==> config.mk <==
export PLATFORM = sky130hd
export DESIGN_NAME = thr_ctrl
export DESIGN_NICKNAME = d
export VERILOG_FILES = /design/src/rtl/thr_pkg.sv /design/src/rtl/thr_occ_fsm.sv /design/src/rtl/thr_evt_cnt.sv /design/src/rtl/thr_merge.sv /design/src/rtl/thr_ctrl.sv
export SDC_FILE = /design/constraint.sdc
export NUM_CORES = 1
export LEC_CHECK = 0
export BUFFER_PORTS_ARGS = -buffer_cell sky130_fd_sc_hd__buf_2
export CAP_MARGIN = 20
export CORE_AREA = 4 4 84 94
export CTS_CLUSTER_DIAMETER = 40
export DETAILED_ROUTE_END_ITERATION = 7
export DIE_AREA = 0 0 88 98
export HOLD_SLACK_MARGIN = 0.08
export PLACE_DENSITY_LB_ADDON = 0.05
export REMOVE_ABC_BUFFERS = 1
export SKIP_LAST_GASP = 1
export SYNTH_ARGS = -nofsm -noshare
export SYNTH_HDL_FRONTEND = slang
export SYNTH_SLANG_ARGS = --single-unit
==> constraint.sdc <==
create_clock -name clk -period 5.1 [get_ports clk]
set_input_delay 0.51 -clock clk [delete_from_list [all_inputs] [get_ports clk]]
set_output_delay 0.51 -clock clk [all_outputs]
set_load 0.01 [all_outputs]
==> src/rtl/thr_pkg.sv <==
package thr_pkg;

    typedef enum logic [3:0] {
        THR_READY = 4'h8,
        THR_WARN  = 4'h1,
        THR_BUSY  = 4'h4,
        THR_OOS   = 4'h2,
        THR_ERR   = 4'hC
    } thr_code_e;

    typedef enum logic [1:0] {
        ST_RDY,
        ST_WARN,
        ST_BUSY,
        ST_OOS
    } occ_state_e;

    // Severity rank; unknown codes rank as error.
    function automatic logic [2:0] thr_rank(input logic [3:0] c);
        case (c)
            4'h8:    return 3'd0;
            4'h1:    return 3'd1;
            4'h4:    return 3'd2;
            4'h2:    return 3'd3;
            default: return 3'd4;
        endcase
    endfunction

    function automatic logic [3:0] rank_code(input logic [2:0] r);
        case (r)
            3'd0:    return THR_READY;
            3'd1:    return THR_WARN;
            3'd2:    return THR_BUSY;
            3'd3:    return THR_OOS;
            default: return THR_ERR;
        endcase
    endfunction

    function automatic logic [3:0] state_code(input occ_state_e s);
        case (s)
            ST_RDY:  return THR_READY;
            ST_WARN: return THR_WARN;
            ST_BUSY: return THR_BUSY;
            default: return THR_OOS;
        endcase
    endfunction

endpackage

==> src/rtl/thr_occ_fsm.sv <==
module thr_occ_fsm
    import thr_pkg::*;
#(
    parameter int OCC_W = 8
) (
    input  logic             clk,
    input  logic             rst,
    input  logic [OCC_W-1:0] occ,
    input  logic [OCC_W-1:0] lvl_warn,
    input  logic [OCC_W-1:0] lvl_afull,
    input  logic [OCC_W-1:0] lvl_full,
    input  logic [OCC_W-1:0] hyst,
    input  logic             l1a,
    input  logic             resync,
    output occ_state_e       state,
    output logic             empty_evt,
    output logic             buf_reset
);

    occ_state_e       nxt;
    logic [OCC_W-1:0] warn_exit;
    logic [OCC_W-1:0] afull_exit;

    // Exit levels saturate at zero
    assign warn_exit  = (lvl_warn  > hyst) ? lvl_warn  - hyst : '0;
    assign afull_exit = (lvl_afull > hyst) ? lvl_afull - hyst : '0;

    always_comb begin
        nxt = state;
        if (resync) begin
            nxt = ST_RDY;
        end else if (state != ST_OOS && occ >= lvl_full) begin
            nxt = ST_OOS;
        end else begin
            case (state)
                ST_RDY: begin
                    if (occ >= lvl_afull)     nxt = ST_BUSY;
                    else if (occ >= lvl_warn) nxt = ST_WARN;
                end
                ST_WARN: begin
                    if (occ >= lvl_afull)      nxt = ST_BUSY;
                    else if (occ < warn_exit)  nxt = ST_RDY;
                end
                ST_BUSY: begin
                    if (occ < afull_exit)      nxt = ST_WARN;
                end
                default: nxt = ST_OOS;
            endcase
        end
    end

    always_ff @(posedge clk) begin
        if (rst) begin
            state     <= ST_RDY;
            buf_reset <= 1'b0;
        end else begin
            state     <= nxt;
            buf_reset <= (nxt == ST_OOS) && (state != ST_OOS);
        end
    end

    assign empty_evt = l1a && (state == ST_BUSY);

    p_empty_only_busy_r4: assert property (@(posedge clk) disable iff (rst)
        empty_evt |-> (l1a && state == ST_BUSY));
    p_bufrst_single_r5: assert property (@(posedge clk) disable iff (rst)
        buf_reset |=> !buf_reset);
    p_bufrst_in_oos_r5: assert property (@(posedge clk) disable iff (rst)
        buf_reset |-> state == ST_OOS);
    p_oos_hold_r6: assert property (@(posedge clk) disable iff (rst)
        (state == ST_OOS && !resync) |=> state == ST_OOS);
    p_resync_ready_r11: assert property (@(posedge clk) disable iff (rst)
        resync |=> state == ST_RDY);
    p_busy_entry_r3: assert property (@(posedge clk) disable iff (rst)
        (state == ST_RDY && !resync && occ >= lvl_afull && occ < lvl_full)
        |=> state == ST_BUSY);

endmodule

==> src/rtl/thr_evt_cnt.sv <==
module thr_evt_cnt #(
    parameter int CNT_W = 16
) (
    input  logic             clk,
    input  logic             rst,
    input  logic             l1a,
    input  logic             resync,
    output logic [CNT_W-1:0] evt_id
);

    always_ff @(posedge clk) begin
        if (rst || resync) evt_id <= '0;
        else if (l1a)      evt_id <= evt_id + 1'b1;
    end

    p_cnt_clear_r10: assert property (@(posedge clk) disable iff (rst)
        resync |=> evt_id == '0);
    p_cnt_idle_r10: assert property (@(posedge clk) disable iff (rst)
        (!resync && !l1a) |=> $stable(evt_id));

endmodule

==> src/rtl/thr_merge.sv <==
module thr_merge
    import thr_pkg::*;
#(
    parameter int N_IN = 2
) (
    input  logic [4*N_IN-1:0] codes,
    output logic [3:0]        merged
);

    logic [2:0] rank [N_IN];

    for (genvar i = 0; i < N_IN; i++) begin : g_rank
        assign rank[i] = thr_rank(codes[4*i +: 4]);
    end

    always_comb begin
        logic [2:0] top;
        top = 3'd0;
        for (int i = 0; i < N_IN; i++) begin
            if (rank[i] > top) top = rank[i];
        end
        merged = rank_code(top);
    end

endmodule

==> src/rtl/thr_ctrl.sv <==
module thr_ctrl
    import thr_pkg::*;
#(
    parameter int OCC_W = 8,
    parameter int N_EXT = 3,
    parameter int CNT_W = 16
) (
    input  logic               clk,
    input  logic               rst,
    input  logic [OCC_W-1:0]   occ,
    input  logic [OCC_W-1:0]   lvl_warn,
    input  logic [OCC_W-1:0]   lvl_afull,
    input  logic [OCC_W-1:0]   lvl_full,
    input  logic [OCC_W-1:0]   hyst,
    input  logic               l1a,
    input  logic               resync,
    input  logic [4*N_EXT-1:0] ext_thr,
    output logic [3:0]         thr_out,
    output logic               empty_evt,
    output logic               buf_reset,
    output logic [CNT_W-1:0]   evt_id
);

    localparam int N_ALL = N_EXT + 1;

    occ_state_e       st;
    logic [3:0]       local_code;
    logic [4*N_ALL-1:0] all_codes;

    thr_occ_fsm #(.OCC_W(OCC_W)) u_fsm (
        .clk       (clk),
        .rst       (rst),
        .occ       (occ),
        .lvl_warn  (lvl_warn),
        .lvl_afull (lvl_afull),
        .lvl_full  (lvl_full),
        .hyst      (hyst),
        .l1a       (l1a),
        .resync    (resync),
        .state     (st),
        .empty_evt (empty_evt),
        .buf_reset (buf_reset)
    );

    thr_evt_cnt #(.CNT_W(CNT_W)) u_cnt (
        .clk    (clk),
        .rst    (rst),
        .l1a    (l1a),
        .resync (resync),
        .evt_id (evt_id)
    );

    assign local_code = state_code(st);
    assign all_codes  = {ext_thr, local_code};

    thr_merge #(.N_IN(N_ALL)) u_merge (
        .codes  (all_codes),
        .merged (thr_out)
    );

    p_local_dominated_r8: assert property (@(posedge clk) disable iff (rst)
        thr_rank(thr_out) >= thr_rank(local_code));
    p_oos_visible_r8: assert property (@(posedge clk) disable iff (rst)
        (st == ST_OOS) |-> (thr_out == THR_OOS || thr_out == THR_ERR));

endmodule

==> reports/qor_table.md, run 1 <==
| Quantity | This run | Unit |
| --- | --- | --- |
| # placed instances | 546 | - |
| Tightest Hold Check Type | reg2reg | - |
| Highest clock rate | 0.206 | GHz |
| Y dimension of the die | 98 | um |
| Number of failing setup endpoints in the final timing report | 0 | - |
| Top area cells in the synthesized netlist | ha_1 (26%), dfxtp_1 (13%), inv_1 (5.7%) | - |
| Final-report hold violation count | 0 | - |
| Core Box Area | 6930 | um2 |
| Remaining Overflow, GRT | 0 | - |
| Total of warnings raised by yosys | 0 | - |
| Finished layout cell area | 3600 | um2 |
| Required time reported for the critical path endpoint | 4.59 | ns |
| Clock latency on the worst-skew pair | 0.24 | ns |
| Final weighted congestion of routability-driven global placement | 0.799 | - |
| Final period utilization | 0.952 | - |
| Maximum number of pins on one net before global-route repair | 19 | - |
| First-pass GRT wire length | 11900 | um |
| Most used cells in the layout excluding fill and tap cells | buf_2 (77), ha_1 (63), inv_1 (46) | - |
| Number of diodes | 0 | - |
| Synth-to-layout area growth | 18.6 | % |
| Leading cell type in the layout, fill and taps excluded | buf_2 | - |
| Std cell rows | 32 | - |
| Number of storage elements in the synthesis netlist | 19 | - |
| Clock period minus final worst setup slack | 4.86 | ns |
| Share of post-route cells with drive strength above 1 | 0.217 | - |
| Overall die area | 8620 | um2 |
| Count of flip-flops with a built-in enable after synthesis | 0 | - |
| Combined global-route utilization of all metal layers | 0.166 | - |
| Maximum level of the CTS H-tree | 1 | - |
| Top-Level Pins | 78 | - |
| Post-Route Skew | 0.000984 | ns |
| Dominant synthesized flop cell | dfxtp_1 | - |
| Number of cells in the finished layout apart from fillers | 551 | - |
| Post-synthesis sequential area ratio | 0.125 | - |
| Worst-case setup margin in the final layout | 0.245 | ns |
| Post-synthesis async set-or-reset flop share | 0 | - |
| Cell area after synthesis | 3040 | um2 |
| Highest fanout seen on the critical path | 8 | - |
| Remaining antenna violation count | 0 | - |
| Post-layout nets | 589 | - |
| Root Buffer | clkbuf_8 | - |
| Peak ir drop on the vdd network | 0.161 | mV |
| Final slew viol count | 0 | - |
| Run status | finished clean | - |
| TritonCTS clock tree | done | - |
| Max-cap viol count | 0 | - |
| Longest Clk Path Bufs | 2 | - |
| Cells after Synth | 389 | - |
| Placed inst area | 3510 | um2 |
| Crit path max-delay cell type | mux2_4 | - |
| Number of buffers added by the clock tree synthesis step | 3 | - |
| Vias | 2893 | - |
| Avg WL per Cell | 13.1 | um |
| Number of clock sinks | 19 | - |
| Area fraction of the dominant cell type after synthesis | 0.264 | - |
| Critical Path End Type | output port | - |
| Post-route core utilization | 0.520 | - |
| Number of antenna violations at the first check in global routing | 1 | - |
| Buffers on Ports | 77 | - |
| Sum of negative setup slack | 0 | ns |
| Largest area contributor in the netlist | ha_1 | - |
| Pleak | 1.79 | nW |
| Floorplan die width | 88 | um |
| Type of element launching the critical path | primary input | - |
| Number of different library cells in the post-synthesis netlist | 57 | - |
| Hold WS | 0.513 | ns |
| Post-detailed-placement half-perimeter wirelength | 6260 | um |
| Total iterations of the first detailed-routing run | 4 | - |
| Largest stage delay, worst path | 0.35 | ns |
| Power density over the cells | 187 | nW/um2 |
| Total chip power | 0.672 | mW |
| Number of DRC markers in iteration 0 | 56 | - |
| Vias per inst | 5.25 | - |
| Initial Utilization | 0.438 | - |
| Mean instance size in the synthesized netlist | 7.80 | um2 |
| Clock-pin slew of the registers on the worst-case setup and hold paths | 0.06 | ns |
| Data arrival time of the worst path | 4.35 | ns |
| Routed wire length | 7210 | um |
| Post-route DRC | 0 | - |
| Chain of cells forming the critical path | buf_2 > o21ai_0 > o21ai_1 > o21a_1 > ha_4 > nand3b_1 > a32oi_2 > mux2_4 > ha_1 > nand3b_1 > nand2_1 > mux2i_4 > ha_1 > a21oi_1 > o21ai_4 > nand2_4 > mux2_2 > o21ai_1 > buf_2 | - |
| Number of global-route vias before repair | 2691 | - |
| Pre-CTS setup slack | 0.0565 | ns |
| Worst setup path category | in2out | - |
| Quantity of hold-fixing buffers added after cts | 0 | - |
-- metal layers --
layer / GRT usage / part of all wire / routed length (um) / up-vias
li1: - / - / - / 1546
met1: 0.214 / 0.45 / 3240 / 1281
met2: 0.289 / 0.48 / 3470 / 54
met3: 0.0177 / 0.046 / 334 / 10
met4: 0.0425 / 0.021 / 148 / 2
met5: 0 / 0.0017 / 12 / -
-- logic make-up (layout without fill, tap and decap cells) --
| group | Yosys count | in the layout | synth area share |
|---|---|---|---|
| compound gates | 88 | 88 | 0.196 |
| xor+xnor | 27 | 27 | 0.0779 |
| fa+ha+maj | 66 | 66 | 0.277 |
| buf+inv | 51 | 128 | 0.0635 |
| flops | 19 | 19 | 0.125 |
| mux | 9 | 9 | 0.0383 |
| other cells | 1 | 1 | 0.00124 |
| simple gates | 128 | 128 | 0.221 |
-- path summary, 6_finish.rpt --
path	from	slack, ns	cells past startpoint	end
max	ext_thr[3]	0.24	19	thr_out[2]
min	u_cnt.evt_id[15]$_SDFFE_PP0P_	0.51	2	u_cnt.evt_id[15]$_SDFFE_PP0P_
max reg2reg	u_fsm.state[1]$_SDFF_PP0_	3.55	6	u_fsm.state[0]$_SDFF_PP0_
min reg2reg	u_cnt.evt_id[15]$_SDFFE_PP0P_	0.51	2	u_cnt.evt_id[15]$_SDFFE_PP0P_
-- timing repair --
| action | 4_1_cts | 5_1_grt |
|---|---|---|
| setup buffers | 0 | 1 |
| setup endpoints to repair | 0 | 4 |
| gates resized for setup | 0 | 7 |
-- area by class of cell --
cell class	count	area (um2)
timing repair buffer	78	393
inverter	46	173
fill	699	3330
sequential	19	380
multi-input combinational	319	2500
tap	85	106
clock buffer	4	45.0
-- critical path, delay by kind of cell --
family / cells / cell delay [ns]
compound gates: 7 / 1.25
buf+inv: 2 / 0.27
fa+ha+maj: 3 / 0.76
mux: 3 / 1.00
simple gates: 4 / 0.56
-- cell usage after synthesis, types with 3 or more instances --
library cell  instances
or3_1                 4
nand2b_1             11
nor2_1               30
clkbuf_1              3
o21ai_1               7
and3_1                5
dfxtp_1              19
nand3b_1              6
nand4_1              12
nand3_1              10
or2_2                 3
mux2_2                4
inv_1                46
o21ai_0              17
nor2b_1               5
ha_1                 64
a21o_1                7
and4_1                3
xnor2_1              12
xor2_1               15
o211ai_1              3
o21a_1                7
nand2_1              25
a21oi_1              22
nor3_1                7
-- registers in the layout, indices dropped and copies added (netlist names) --
signal and count:
u_cnt.evt_id 16, u_fsm.buf_reset 1, u_fsm.state 2
-- power by group --
part / leakage, nW / total, mW / internal (mW) / switching, mW
combinational: 1.62 / 0.417 / 0.191 / 0.226
clock: 0.0228 / 0.0992 / 0.0553 / 0.0439
sequential: 0.154 / 0.156 / 0.151 / 0.00469
Note: power is estimated with default switching activity, not from simulation.
==> run 2, diff against run 1 <==
==> constraint.sdc (replaced) <==
create_clock -name clk -period 6.1 [get_ports clk]
set_input_delay 0.61 -clock clk [delete_from_list [all_inputs] [get_ports clk]]
set_output_delay 0.61 -clock clk [all_outputs]
set_load 0.01 [all_outputs]
==> reports/qor_table.md, run 2 (synthesis gave the netlist of run 1 again) <==
| Quantity | This run | Unit | vs previous |
| --- | --- | --- | --- |
| Post-detailed-placement half-perimeter wirelength | 6290 | um | was 6260 um |
| Post-layout nets | 588 | - | was 589 |
| Floorplan die width | 88 | um | unchanged |
| Core Box Area | 6930 | um2 | unchanged |
| Quantity of hold-fixing buffers added after cts | 0 | - | unchanged |
| Pleak | 1.78 | nW | was 1.79 nW |
| Number of failing setup endpoints in the final timing report | 0 | - | unchanged |
| Run status | finished clean | - | unchanged |
| Setup repair after global routing missed its margin | false | - |  |
| Type of element launching the critical path | primary input | - | unchanged |
| Post-CTS setup buffer count | 0 | - | unchanged |
| Maximum level of the CTS H-tree | 1 | - | unchanged |
| Clock-pin slew of the registers on the worst-case setup and hold paths | 0.07 | ns | was 0.06 ns |
| Longest Clk Path Bufs | 2 | - | unchanged |
| Number of buffers added by the clock tree synthesis step | 3 | - | unchanged |
| Remaining Overflow, GRT | 0 | - | unchanged |
| Worst-case setup margin in the final layout | 0.847 | ns | was 0.245 ns |
| Tightest Hold Check Type | reg2reg | - | unchanged |
| Fillers | 696 | - | was 699 |
| Power density over the cells | 153 | nW/um2 | was 187 nW/um2 |
| Worst setup path category | in2out | - | unchanged |
| Register containing the most flip-flops in the final layout | u_cnt.evt_id | - | unchanged |
| Highest fanout seen on the critical path | 8 | - | unchanged |
| Post-route DRC | 0 | - | unchanged |
| Routed wire length | 7120 | um | was 7210 um |
| Buffers on Ports | 77 | - | unchanged |
| Critical Path End Type | output port | - | unchanged |
| Remaining antenna violation count | 0 | - | unchanged |
| Flip-flop count of the largest register after layout | 16 | - | unchanged |
| First-pass GRT wire length | 11900 | um | about the same |
| Crit path max-delay cell type | mux2_2 | - | was mux2_4 |
| Synth-to-layout area growth | 17.0 | % | was 18.6% |
| Number of cells on the worst reg-to-reg path | 6 | - | unchanged |
| CTS resizes | 0 | - | unchanged |
| Overall die area | 8620 | um2 | unchanged |
| Clock latency on the worst-skew pair | 0.25 | ns | was 0.24 ns |
| Initial Utilization | 0.438 | - | unchanged |
| Vias per inst | 5.22 | - | was 5.25 |
| Depth of the critical timing path with buffers and inverters included | 20 | - | was 19 |
| Critical path buffer and inverter count | 2 | - | unchanged |
| Post-Route Skew | 0.00157 | ns | was 0.000984 ns |
| Share of post-route cells with drive strength above 1 | 0.206 | - | was 0.217 |
| Number of diodes | 0 | - | unchanged |
| Final slew viol count | 0 | - | unchanged |
| Y dimension of the die | 98 | um | unchanged |
| Vias | 2872 | - | was 2893 |
| Maximum number of pins on one net before global-route repair | 19 | - | unchanged |
| Total chip power | 0.543 | mW | was 0.672 mW |
| Number of global-route vias before repair | 2693 | - | was 2691 |
| Chain of cells forming the critical path | buf_2 > o21ai_0 > o21ai_1 > o21a_1 > ha_1 > nand3b_1 > a32oi_2 > mux2_2 > ha_1 > nand3b_1 > a32oi_2 > mux2i_2 > ha_1 > nand2_1 > o21ai_1 > nand2_1 > or2_0 > o2111ai_1 > o21ai_1 > buf_2 | - | was buf_2 > o21ai_0 > o21ai_1 > o21a_1 > ha_4 > nand3b_1 > a32oi_2 > mux2_4 > ha_1 > nand3b_1 > nand2_1 > mux2i_4 > ha_1 > a21oi_1 > o21ai_4 > nand2_4 > mux2_2 > o21ai_1 > buf_2 |
| Combined global-route utilization of all metal layers | 0.167 | - | was 0.166 |
| Clock period minus final worst setup slack | 5.25 | ns |  |
| Root Buffer | clkbuf_8 | - | unchanged |
| Avg WL per Cell | 12.9 | um | was 13.1 um |
| Final-report hold violation count | 0 | - | unchanged |
| Std cell rows | 32 | - | unchanged |
| Top-Level Pins | 78 | - | unchanged |
| Number of antenna violations at the first check in global routing | 1 | - | unchanged |
| Sum of negative setup slack | 0 | ns | unchanged |
| Required time reported for the critical path endpoint | 5.49 | ns | was 4.59 ns |
| Largest stage delay, worst path | 0.40 | ns | was 0.35 ns |
| Pre-CTS setup slack | 0.856 | ns | was 0.0565 ns |
| Biggest registers after layout | u_cnt.evt_id x16, u_fsm.state x2, u_fsm.buf_reset x1 | - | unchanged |
| Final period utilization | 0.861 | - |  |
| Highest clock rate | 0.190 | GHz |  |
| Data arrival time of the worst path | 4.64 | ns | was 4.35 ns |
| Most used cells in the layout excluding fill and tap cells | buf_2 (77), ha_1 (64), inv_1 (46) | - | was buf_2 (77), ha_1 (63), inv_1 (46) |
| Peak ir drop on the vdd network | 0.126 | mV | was 0.161 mV |
| Total iterations of the first detailed-routing run | 4 | - | unchanged |
| Cell type group with the largest total delay on the critical path | compound AO/OA/AOI/OAI gates | - | unchanged |
| TritonCTS clock tree | done | - | unchanged |
| Worst hold path stage count | 2 | - | unchanged |
| Hold WS | 0.508 | ns | was 0.513 ns |
| Final weighted congestion of routability-driven global placement | 0.799 | - | unchanged |
| Leading cell type in the layout, fill and taps excluded | buf_2 | - | unchanged |
| Number of DRC markers in iteration 0 | 66 | - | was 56 |
| Max-cap viol count | 0 | - | unchanged |
| Number of clock sinks | 19 | - | unchanged |
run 2: worst paths after layout:
path,from,endpoint,slack (ns)
hold / removal,u_cnt.evt_id[15]$_SDFFE_PP0P_,u_cnt.evt_id[15]$_SDFFE_PP0P_,0.51
hold reg to reg,u_cnt.evt_id[15]$_SDFFE_PP0P_,u_cnt.evt_id[15]$_SDFFE_PP0P_,0.51
setup reg to reg,u_fsm.state[1]$_SDFF_PP0_,u_fsm.state[0]$_SDFF_PP0_,4.45
setup / recovery,ext_thr[3],thr_out[3],0.85
run 2: worst min-delay path, stage by stage (launching register included):
cell	delay, ns
dfxtp_1	0.34
xor2_1	0.07
nor2_1	0.07
run 2: per-layer routing:
metal  part of all wire  routed length [um]  global-route usage  vias up
li1                   -                   -                   -     1540
met1               0.45                3180               0.213     1262
met2               0.48                3440               0.295       60
met3              0.049                 350              0.0194        8
met4              0.018                 131              0.0366        2
met5             0.0017                  12                   0        -
run 2: power by group:
group	leakage [nW]	switching, mW	internal, mW	total [mW]
Sequential	0.154	0.00379	0.126	0.130
Clock	0.0228	0.0386	0.0463	0.0849
Combinational	1.60	0.179	0.149	0.328
Total	1.78	0.221	0.321	0.543
run 2: per-stage QoR:
stage | utilization | cell area, um2 | cells
6_report | 0.513 | 3550 | 550
2_1_floorplan | - | 3020 | 384
3_3_place_gp | 0.506 | 3510 | 546
3_5_place_dp | 0.506 | 3510 | 546
5_1_grt | 0.513 | 3550 | 550
4_1_cts | 0.513 | 3550 | 550
run 2: final cells by class:
class	instances	area (um2)	area share
repair buffers	77	385	0.108
flip-flops and latches	19	380	0.107
multi-input cells	319	2460	0.693
clock buffers	4	45.0	0.0127
well taps	85	106	0.0299
inverters	46	173	0.0486
==> run 3, diff against run 2 <==
==> constraint.sdc (replaced) <==
create_clock -name clk -period 6.1 [get_ports clk]
set_input_delay 1.22 -clock clk [delete_from_list [all_inputs] [get_ports clk]]
set_output_delay 1.22 -clock clk [all_outputs]
set_load 0.01 [all_outputs]
==> reports/qor_table.md, run 3 (synthesis gave the netlist of run 1 again) <==
| Quantity | This run | Unit | vs previous |
| --- | --- | --- | --- |
| Longest Clk Path Bufs | 2 | - | unchanged |
| Switching share of power | 0.407 | - | about the same |
| Max-cap viol count | 0 | - | unchanged |
| Number of buffers added by the clock tree synthesis step | 3 | - | unchanged |
| Vias per inst | 5.24 | - | was 5.22 |
| Peak ir drop on the vdd network | 0.102 | mV | was 0.126 mV |
| Post-route DRC | 0 | - | unchanged |
| Number of cells in the finished layout apart from fillers | 561 | - | was 550 |
| Register containing the most flip-flops in the final layout | u_cnt.evt_id | - | unchanged |
| Hold WS | 0.509 | ns | was 0.508 ns |
| Total iterations of the first detailed-routing run | 4 | - | unchanged |
| Final period utilization | 1.00 | - | was 0.861 |
| Avg WL per Cell | 13.1 | um | was 12.9 um |
| Clock period minus final worst setup slack | 6.12 | ns | was 5.25 ns |
| Violated checks | setup timing | - |  |
| Clock latency on the worst-skew pair | 0.25 | ns | about the same |
| Core Box Area | 6930 | um2 | unchanged |
| Number of DRC markers in iteration 0 | 40 | - | was 66 |
| Maximum number of pins on one net before global-route repair | 19 | - | unchanged |
| Critical Path End Type | output port | - | unchanged |
| Fillers | 680 | - | was 696 |
| Tightest Hold Check Type | reg2reg | - | unchanged |
| Power share of the clock group | 0.139 | - | was 0.157 |
| Combinational share of power | 0.646 | - | was 0.604 |
| Power density over the cells | 162 | nW/um2 | was 153 nW/um2 |
| # placed instances | 555 | - | was 546 |
| Number of diodes | 0 | - | unchanged |
| Remaining Overflow, GRT | 0 | - | unchanged |
| Final-report hold violation count | 0 | - | unchanged |
| Combined global-route utilization of all metal layers | 0.168 | - | was 0.167 |
| Highest clock rate | 0.163 | GHz | was 0.190 GHz |
| Highest fanout seen on the critical path | 8 | - | unchanged |
| Data arrival time of the worst path | 4.90 | ns | was 4.64 ns |
| Worst-case setup margin in the final layout | -0.0187 | ns | was 0.847 ns |
| Pleak | 1.86 | nW | was 1.78 nW |
| Biggest registers after layout | u_cnt.evt_id x16, u_fsm.state x2, u_fsm.buf_reset x1 | - | unchanged |
| Run status | finished with violations | - | was finished clean |
| First-pass GRT wire length | 11900 | um | about the same |
| Largest stage delay, worst path | 0.35 | ns | was 0.40 ns |
| Final slew viol count | 0 | - | unchanged |
| Share of power burned in registers | 0.215 | - | was 0.240 |
| Setup repair after global routing missed its margin | true | - | was false |
| Final weighted congestion of routability-driven global placement | 0.807 | - | was 0.799 |
| Type of element launching the critical path | primary input | - | unchanged |
| Internal power contribution | 0.359 | mW | was 0.321 mW |
| Root Buffer | clkbuf_8 | - | unchanged |
| Worst reg2reg setup slack | 4.51 | ns | was 4.45 ns |
| Maximum level of the CTS H-tree | 1 | - | unchanged |
| Flip-flop count of the largest register after layout | 16 | - | unchanged |
| Vias | 2942 | - | was 2872 |
| Overall die area | 8620 | um2 | unchanged |
| Post-detailed-placement half-perimeter wirelength | 6320 | um | was 6290 um |
| Std cell rows | 32 | - | unchanged |
| Number of global-route vias before repair | 2805 | - | was 2693 |
| Post-layout nets | 599 | - | was 588 |
| Crit path max-delay cell type | mux2_4 | - | was mux2_2 |
| Routed wire length | 7360 | um | was 7120 um |
| Post-route core utilization | 0.541 | - | was 0.513 |
| Y dimension of the die | 98 | um | unchanged |
| Quantity of hold-fixing buffers added after cts | 0 | - | unchanged |
| Initial Utilization | 0.438 | - | unchanged |
| Worst setup path category | in2out | - | unchanged |
| Most used cells in the layout excluding fill and tap cells | buf_2 (75), ha_1 (61), inv_1 (46) | - | was buf_2 (77), ha_1 (64), inv_1 (46) |
| Post-Route Skew | 0.00334 | ns | was 0.00157 ns |
| Synth-to-layout area growth | 23.4 | % | was 17.0% |
| Required time reported for the critical path endpoint | 4.88 | ns | was 5.49 ns |
| Number of clock sinks | 19 | - | unchanged |
| Number of failing setup endpoints in the final timing report | 3 | - | was 0 |
| Leading cell type in the layout, fill and taps excluded | buf_2 | - | unchanged |
| Floorplan die width | 88 | um | unchanged |
| Number of antenna violations at the first check in global routing | 1 | - | unchanged |
| Top-Level Pins | 78 | - | unchanged |
| Net switching power | 0.246 | mW | was 0.221 mW |
| Share of post-route cells with drive strength above 1 | 0.252 | - | was 0.206 |
| TritonCTS clock tree | done | - | unchanged |
| Chain of cells forming the critical path | buf_8 > xor2_1 > o21ai_1 > o21a_1 > ha_4 > nand3b_1 > a32oi_2 > mux2_4 > ha_4 > nand3b_1 > a32oi_2 > buf_4 > nand2_1 > o21a_1 > ha_1 > nand3_1 > nand2_4 > o211a_1 > o221ai_2 > nor3b_2 > buf_2 | - | was buf_2 > o21ai_0 > o21ai_1 > o21a_1 > ha_1 > nand3b_1 > a32oi_2 > mux2_2 > ha_1 > nand3b_1 > a32oi_2 > mux2i_2 > ha_1 > nand2_1 > o21ai_1 > nand2_1 > or2_0 > o2111ai_1 > o21ai_1 > buf_2 |
| Buffers on Ports | 77 | - | unchanged |
| Total chip power | 0.605 | mW | was 0.543 mW |
| Remaining antenna violation count | 0 | - | unchanged |
| Clock-pin slew of the registers on the worst-case setup and hold paths | 0.07 | ns | about the same |
run 3: changes by cell type in the layout (fill, tap and decap cells not counted), moves of 3 or more:
cell	delta
ha_1	-3
nand2_1	-3
ha_4	+3
buf_4	+11
run 3: per-layer routing:
layer | GRT usage | share of wire | up-vias
li1 | - | - | 1567
met3 | 0.0304 | 0.053 | 12
met5 | 0 | 0.0016 | -
met4 | 0.0519 | 0.023 | 2
met1 | 0.197 | 0.43 | 1304
met2 | 0.302 | 0.49 | 57
run 3: worst max-delay path, delay by kind of cell:
family	cells	cell delay, ns
AO/OA/AOI/OAI	7	1.25
AND/OR/NAND/NOR	6	0.79
adder cells (fa/ha/maj)	3	0.72
buffers and inverters	3	0.41
multiplexers	1	0.35
XOR/XNOR	1	0.15
run 3: final cells by class:
type | instances | area, um2 | share of cell area
repair buffers | 88 | 484 | 0.129
clock buffers | 4 | 45.0 | 0.0120
well taps | 85 | 106 | 0.0284
inverters | 46 | 173 | 0.0461
multi-input cells | 319 | 2560 | 0.683
flip-flops and latches | 19 | 380 | 0.102
run 3: power groups by stage:
stage	combinational, mW	sequential (mW)	clock [mW]
final	0.391	0.130	0.0842
after global routing	0.441	0.130	0.0937
after CTS	0.370	0.130	0.0875
after detailed placement	0.351	0.133	0
after global placement	0.340	0.133	0
after floorplan	0.242	0.132	0
run 3: repair_timing:
item	in CTS	in global routing
gates resized for setup	8	16
buffers inserted	1	1
setup endpoints to repair	4	4
pin swaps	4	15
run 3: through the flow:
stage          worst slack, ns  cell area, um2  TNS (ns)
2_1_floorplan            0.160            3020         0
3_3_place_gp            0.0111            3570         0
3_5_place_dp            -0.184            3570    -0.607
4_1_cts                -0.0200            3670   -0.0334
5_1_grt                 -0.232            3750    -0.779
6_report               -0.0187            3750   -0.0477
run 3: path summary, 6_finish.rpt:
| path | startpoint | end | cells after the start |
|---|---|---|---|
| max | ext_thr[2] | thr_out[0] | 21 |
| min | u_cnt.evt_id[15]$_SDFFE_PP0P_ | u_cnt.evt_id[15]$_SDFFE_PP0P_ | 2 |
| max reg2reg | u_fsm.state[1]$_SDFF_PP0_ | u_fsm.state[0]$_SDFF_PP0_ | 6 |
| min reg2reg | u_cnt.evt_id[15]$_SDFFE_PP0P_ | u_cnt.evt_id[15]$_SDFFE_PP0P_ | 2 |
